**config.mk**
```make
export PLATFORM = sky130hd
export DESIGN_NAME = thr_arbiter
export DESIGN_NICKNAME = d
export VERILOG_FILES = /design/src/rtl/thr_pkg.sv /design/src/rtl/thr_cfg_bank.sv /design/src/rtl/thr_pick.sv /design/src/rtl/thr_arbiter.sv
export SDC_FILE = /design/constraint.sdc
export NUM_CORES = 1
export LEC_CHECK = 0
export ABC_CLOCK_PERIOD_IN_PS = 4400
export BUFFER_PORTS_ARGS = -buffer_cell sky130_fd_sc_hd__buf_2
export CORE_UTILIZATION = 35
export DETAILED_ROUTE_END_ITERATION = 8
export PLACE_DENSITY_LB_ADDON = 0.1
export SLEW_MARGIN = 15
export SYNTH_ARGS = -nofsm -noshare
export SYNTH_HDL_FRONTEND = slang
export SYNTH_HIERARCHICAL = 1
export SYNTH_SLANG_ARGS = --single-unit
```
**constraint.sdc**
```tcl
create_clock -name clk_i -period 4.4 [get_ports clk_i]
set_input_delay 0 -clock clk_i [delete_from_list [all_inputs] [get_ports clk_i]]
set_output_delay 0 -clock clk_i [all_outputs]
set_load 0.01 [all_outputs]
```
**src/rtl/thr_pkg.sv**
```systemverilog
package thr_pkg;

    localparam int PRIO_W   = 7;
    localparam int PCT_W    = 7;
    localparam int GPU_W    = 2;
    localparam int PRIO_MAX = 100;
    localparam int PCT_MAX  = 100;

    // GPU level codes
    localparam logic [GPU_W-1:0] GPU_NONE = 2'd0;
    localparam logic [GPU_W-1:0] GPU_LOW  = 2'd1;
    localparam logic [GPU_W-1:0] GPU_MED  = 2'd2;
    localparam logic [GPU_W-1:0] GPU_HIGH = 2'd3;

    typedef struct packed {
        logic [PRIO_W-1:0] prio;
        logic [PCT_W-1:0]  cpu;
        logic [GPU_W-1:0]  gpu;
    } src_cfg_t;

endpackage

```
**src/rtl/thr_cfg_bank.sv**
```systemverilog
module thr_cfg_bank
    import thr_pkg::*;
#(
    parameter int N_SRC = 3,
    parameter int IDX_W = 2
) (
    input  logic                 clk_i,
    input  logic                 rst_ni,
    input  logic                 wr_en_i,
    input  logic [IDX_W-1:0]     wr_idx_i,
    input  logic [PRIO_W-1:0]    wr_prio_i,
    input  logic [PCT_W-1:0]     wr_cpu_i,
    input  logic [GPU_W-1:0]     wr_gpu_i,
    output src_cfg_t             cfg_o [N_SRC]
);

    localparam logic [IDX_W:0]    NSRC_L   = (IDX_W+1)'(N_SRC);
    localparam logic [PRIO_W-1:0] PRIO_TOP = PRIO_W'(PRIO_MAX);
    localparam logic [PCT_W-1:0]  PCT_TOP  = PCT_W'(PCT_MAX);

    src_cfg_t cfg_d [N_SRC];
    src_cfg_t cfg_q [N_SRC];
    src_cfg_t wr_ent;

    always_comb begin
        wr_ent.prio = (wr_prio_i > PRIO_TOP) ? PRIO_TOP : wr_prio_i;
        wr_ent.cpu  = (wr_cpu_i  > PCT_TOP)  ? PCT_TOP  : wr_cpu_i;
        wr_ent.gpu  = wr_gpu_i;
        for (int i = 0; i < N_SRC; i++) begin
            cfg_d[i] = cfg_q[i];
            if (wr_en_i && ({1'b0, wr_idx_i} < NSRC_L) && (wr_idx_i == IDX_W'(i)))
                cfg_d[i] = wr_ent;
        end
    end

    always_ff @(posedge clk_i or negedge rst_ni) begin
        if (!rst_ni) begin
            for (int i = 0; i < N_SRC; i++) cfg_q[i] <= '0;
        end else begin
            for (int i = 0; i < N_SRC; i++) cfg_q[i] <= cfg_d[i];
        end
    end

    assign cfg_o = cfg_q;

    for (genvar g = 0; g < N_SRC; g++) begin : g_chk
        assert_prio_bound_R3: assert property (@(posedge clk_i) disable iff (!rst_ni)
            cfg_q[g].prio <= PRIO_TOP);
        assert_depth_bound_R4: assert property (@(posedge clk_i) disable iff (!rst_ni)
            cfg_q[g].cpu <= PCT_TOP);
    end

endmodule

```
**src/rtl/thr_pick.sv**
```systemverilog
module thr_pick
    import thr_pkg::*;
#(
    parameter int N_SRC = 3,
    parameter int IDX_W = 2
) (
    input  src_cfg_t             cfg_i [N_SRC],
    input  logic [N_SRC-1:0]     trig_i,
    output logic                 win_valid_o,
    output logic [IDX_W-1:0]     win_idx_o,
    output logic [PCT_W-1:0]     win_cpu_o,
    output logic [GPU_W-1:0]     win_gpu_o
);

    logic [PRIO_W-1:0] eff_prio [N_SRC];

    // an idle source bids priority 0, which never beats anything
    for (genvar g = 0; g < N_SRC; g++) begin : g_bid
        assign eff_prio[g] = trig_i[g] ? cfg_i[g].prio : '0;
    end

    logic [PRIO_W-1:0] best_prio;
    logic [IDX_W-1:0]  best_idx;

    always_comb begin
        best_prio = '0;
        best_idx  = '0;
        // strict compare keeps the lower index on equal priority
        for (int i = 0; i < N_SRC; i++) begin
            if (eff_prio[i] > best_prio) begin
                best_prio = eff_prio[i];
                best_idx  = IDX_W'(i);
            end
        end
        win_valid_o = (best_prio != '0);
        win_idx_o   = win_valid_o ? best_idx : '0;
        win_cpu_o   = win_valid_o ? cfg_i[best_idx].cpu : '0;
        win_gpu_o   = win_valid_o ? cfg_i[best_idx].gpu : GPU_NONE;
    end

endmodule

```
**src/rtl/thr_arbiter.sv**
```systemverilog
module thr_arbiter
    import thr_pkg::*;
#(
    parameter int N_SRC = 3,
    parameter int IDX_W = (N_SRC > 1) ? $clog2(N_SRC) : 1
) (
    input  logic                 clk_i,
    input  logic                 rst_ni,
    input  logic                 wr_en_i,
    input  logic [IDX_W-1:0]     wr_idx_i,
    input  logic [PRIO_W-1:0]    wr_prio_i,
    input  logic [PCT_W-1:0]     wr_cpu_i,
    input  logic [GPU_W-1:0]     wr_gpu_i,
    input  logic [N_SRC-1:0]     trig_i,
    output logic                 thr_valid_o,
    output logic [IDX_W-1:0]     thr_src_o,
    output logic [PCT_W-1:0]     thr_cpu_o,
    output logic [GPU_W-1:0]     thr_gpu_o
);

    typedef struct packed {
        logic              valid;
        logic [IDX_W-1:0]  src;
        logic [PCT_W-1:0]  cpu;
        logic [GPU_W-1:0]  gpu;
    } out_t;

    src_cfg_t cfg [N_SRC];
    out_t     out_d;
    out_t     out_q;
    logic                win_valid;
    logic [IDX_W-1:0]    win_idx;
    logic [PCT_W-1:0]    win_cpu;
    logic [GPU_W-1:0]    win_gpu;

    thr_cfg_bank #(.N_SRC(N_SRC), .IDX_W(IDX_W)) u_bank (
        .clk_i     (clk_i),
        .rst_ni    (rst_ni),
        .wr_en_i   (wr_en_i),
        .wr_idx_i  (wr_idx_i),
        .wr_prio_i (wr_prio_i),
        .wr_cpu_i  (wr_cpu_i),
        .wr_gpu_i  (wr_gpu_i),
        .cfg_o     (cfg)
    );

    thr_pick #(.N_SRC(N_SRC), .IDX_W(IDX_W)) u_pick (
        .cfg_i       (cfg),
        .trig_i      (trig_i),
        .win_valid_o (win_valid),
        .win_idx_o   (win_idx),
        .win_cpu_o   (win_cpu),
        .win_gpu_o   (win_gpu)
    );

    always_comb begin
        out_d.valid = win_valid;
        out_d.src   = win_idx;
        out_d.cpu   = win_cpu;
        out_d.gpu   = win_gpu;
    end

    always_ff @(posedge clk_i or negedge rst_ni) begin
        if (!rst_ni) out_q <= '0;
        else         out_q <= out_d;
    end

    assign thr_valid_o = out_q.valid;
    assign thr_src_o   = out_q.src;
    assign thr_cpu_o   = out_q.cpu;
    assign thr_gpu_o   = out_q.gpu;

    assert_idle_quiet_R8: assert property (@(posedge clk_i) disable iff (!rst_ni)
        !thr_valid_o |-> (thr_cpu_o == '0 && thr_gpu_o == GPU_NONE && thr_src_o == '0));

    assert_no_trig_idle_R9: assert property (@(posedge clk_i) disable iff (!rst_ni)
        ($past(trig_i) == '0) |-> !thr_valid_o);

    assert_winner_engaged_R5: assert property (@(posedge clk_i) disable iff (!rst_ni)
        thr_valid_o |-> ((($past(trig_i)) >> thr_src_o) & N_SRC'(1)) != '0);

    assert_cpu_limit_R4: assert property (@(posedge clk_i) disable iff (!rst_ni)
        thr_cpu_o <= PCT_W'(PCT_MAX));

endmodule

```
==> results.ini <==
[run_status]
outcome = finished, final reports clean

[timing]
fin_crit_ps = 3560
drv_slew = 0
rsz0062_at_grt = no
skew_ps = 8.28
slew_headroom_pct = 48.6
tightest_slew_ps = 771
finalSetupViolations = 0
max_freq_mhz = 281
hold_slack_ps = 16.2
final-hold-violation-count = 0
fin_crit_sh_pct = 81.0
tns_ps = 0

[synth]
synth_xor_xnor_area_share_pct = 0
yosysUniqueCellTypes = 43
synth_cells = 292
synth_edf_count = 0
synth_top_family_by_area = compound AO/OA/AOI/OAI gates
netlist_area_mm2 = 0.00305
synth_top_area_share_pct = 49.2
synthMostInstantiatedCell = dfrtp_1
syn_area_per_cell_um2 = 10.4
synth_seq_area_share_pct = 49.2
synth_compound_area_share_pct = 16.7
synth_mux_area_share_pct = 10.3
synth_flop_cell = dfrtp_1
ys_seq_elements = 60
async_flop_share_pct = 100
yosys-top-cells-area = dfrtp_1, nand2_1, ha_1, mux2_2, o21ai_0
yosys.area_share.simple_pct = 15.0
synth_warnings = 6
syn_nets = 330
synth_fa_ha_area_share_pct = 5.74
synthTopCellsByCount = dfrtp_1, nand2_1, o21ai_0
yosysTopAreaCell = dfrtp_1

[power_and_ir_drop]
pwr-share-comb_pct = 35.0
seq_power_share_pct = 39.8
switching_share_pct = 34.8
intPower_uw = 1220
vdd_drop_max_v = 0.000157
switching_power_uw = 651
pwr-share-clk_pct = 25.2
powerDensity_mw_per_mm2 = 511
p_leak_uw = 0.00174

[placement]
io_buffers = 35
dpl.cell_count = 425
globalplace.congestion = 0.757
hpwl_um = 4860

[critical_path]
critPathSlowestCell = o21ai_1
critical_path.cell_chain = and2_1 > ha_1 > a21oi_2 > a21oi_4 > o22ai_4 > buf_4 > a31oi_1 > ha_1 > nand2_1 > o21ai_1 > o21ai_1 > o32ai_4 > a221oi_1
crit_fanout = 13
cp_num_buf_inv = 1
endpoint_kind = register
critPathKind = reg -> reg
arrival_ps = 3750
slowest_delay_ps = 420
crit_required_ps = 4590
crit_family = compound AO/OA/AOI/OAI gates
cp-start-kind = register

[floorplan]
core-area_mm2 = 0.00834
start_util_pct = 36.6
die-area_mm2 = 0.00909
rows = 33
io_pins = 36
fp.dieH_um = 95.4
dieWidth_um = 95.4

[final_layout]
diodes = 0
final_nets = 384
drive_gt1_share_pct = 24.3
fin_cells = 455
final_util_pct = 44.0
area_growth_pct = 20.2

[clock_tree]
ctsHtreeMaxLevel = 3
clkTransAtPathRegs_ps = 70
clockRootBuffer = clkbuf_8
cts_setup_buffers = 0
post_cts_resized = 0
clock-sinks = 60
insertion_delay_ps = 340
cts_buffers = 9
postCtsHoldBufs = 14
clk_path_buf_depth = 2
tritoncts = done

[global_routing]
grt_usage_pct = 17.6
grt_pass1_wl_um = 11600
grt_pass1_vias = 2177
grt.overflow.total = 0
grt_max_degree = 61
antenna_found_initial = 0

[detailed_routing]
ant_nets = 0
drtIter0Drc = 53
top_layer = met4
wl_met1_um = 3730
wl_met2_um = 3110
firstDrtPassIters = 4
vias = 2280
dr_wl_met3_um = 195
route.detailed.vias_per_inst = 5.01
drc = 0
routedWlPerCell_um = 15.7
wl_um = 7130

[min_path]
hold_path.class = in -> reg

[job]
maxCapViolCount = 0

cells by family after synthesis:
logic type / count (synthesis)
fa+ha+maj: 14
buf+inv: 19
mux: 27
flops: 60
simple gates: 100
compound gates: 72
stage by stage:
step / power, uW / area, um^2 / worst slack [ps]
6_report: 1870 / 3670 / 835
5_1_grt: 2010 / 3670 / 615
4_1_cts: 1900 / 3650 / 835
3_5_place_dp: 1410 / 3330 / 860
3_3_place_gp: 1400 / 3330 / 947
2_1_floorplan: 1220 / 3050 / 1100
cell usage in the layout (no fill, tap or decap), types with 3 or more instances in the layout:
master	synthesis	final
nor2b_1	4	4
clkinv_2	0	3
inv_1	7	7
dfrtp_1	60	60
ha_1	14	14
nand2_1	58	58
o21ai_0	20	20
a31oi_1	7	7
mux2_2	12	12
nand3b_1	3	3
a221oi_1	9	9
clkbuf_8	0	9
dlygate4sd3_1	0	14
nor2_1	14	14
o21ai_1	16	16
buf_2	1	35
mux2_4	6	6
mux2i_1	9	9
a21oi_1	5	5
and2_1	8	8
buf_4	3	5
sequential cells by signal (all words and copies together), names as in the netlist:
name and cells:
u_bank/cfg_o 48, thr_cpu_o 7, thr_gpu_o 2, thr_src_o 2, thr_valid_o 1
layer usage:
metal  up-vias  GRT usage [%]
met5         -              0
met2        38           25.4
met3         8           4.23
met4         0           6.82
li1       1153              -
met1      1081           25.4
power groups by stage:
| stage | logic [uW] | clock network (uW) | registers (uW) |
|---|---|---|---|
| final | 656 | 471 | 745 |
| after detailed placement | 650 | 0 | 756 |
| after floorplan | 457 | 0 | 758 |
| after global placement | 639 | 0 | 757 |
| after CTS | 661 | 488 | 748 |
| after global routing | 735 | 511 | 761 |
layout make-up:
type | count | area (um^2)
fill | 831 | 4670
multi-input combinational | 213 | 1460
clock buffer | 10 | 128
sequential | 60 | 1500
inverter | 7 | 26.3
clock inverter | 5 | 53.8
tap | 105 | 131
timing repair buffer | 55 | 368
worst register-to-register path: stages (launching register included):
cell      delay, ps
dfrtp_1         390
and2_1          170
ha_1            330
a21oi_2         190
a21oi_4         100
o22ai_4         310
buf_4           320
a31oi_1         120
ha_1            300
nand2_1          50
o21ai_1         420
o21ai_1         200
o32ai_4         330
a221oi_1        180
final timing paths:
| check | start | to | slack (ps) | depth (start not counted) |
|---|---|---|---|---|
| setup / recovery | u_bank/cfg_o[27]$_DFFE_PN0P_ | thr_cpu_o[0]$_DFF_PN0_ | 840 | 13 |
| hold / removal | wr_prio_i[6] | u_bank/cfg_o[47]$_DFFE_PN0P_ | 20 | 2 |
| setup reg to reg | u_bank/cfg_o[27]$_DFFE_PN0P_ | thr_cpu_o[0]$_DFF_PN0_ | 840 | 13 |
| hold reg to reg | u_bank/cfg_o[22]$_DFFE_PN0P_ | u_bank/cfg_o[22]$_DFFE_PN0P_ | 480 | 2 |
| max in group asynchronous | rst_ni | u_bank/cfg_o[31]$_DFFE_PN0P_ | 3530 | 3 |
| min in group asynchronous | rst_ni | u_bank/cfg_o[42]$_DFFE_PN0P_ | 350 | 3 |
(Power assumes the default switching activity.)
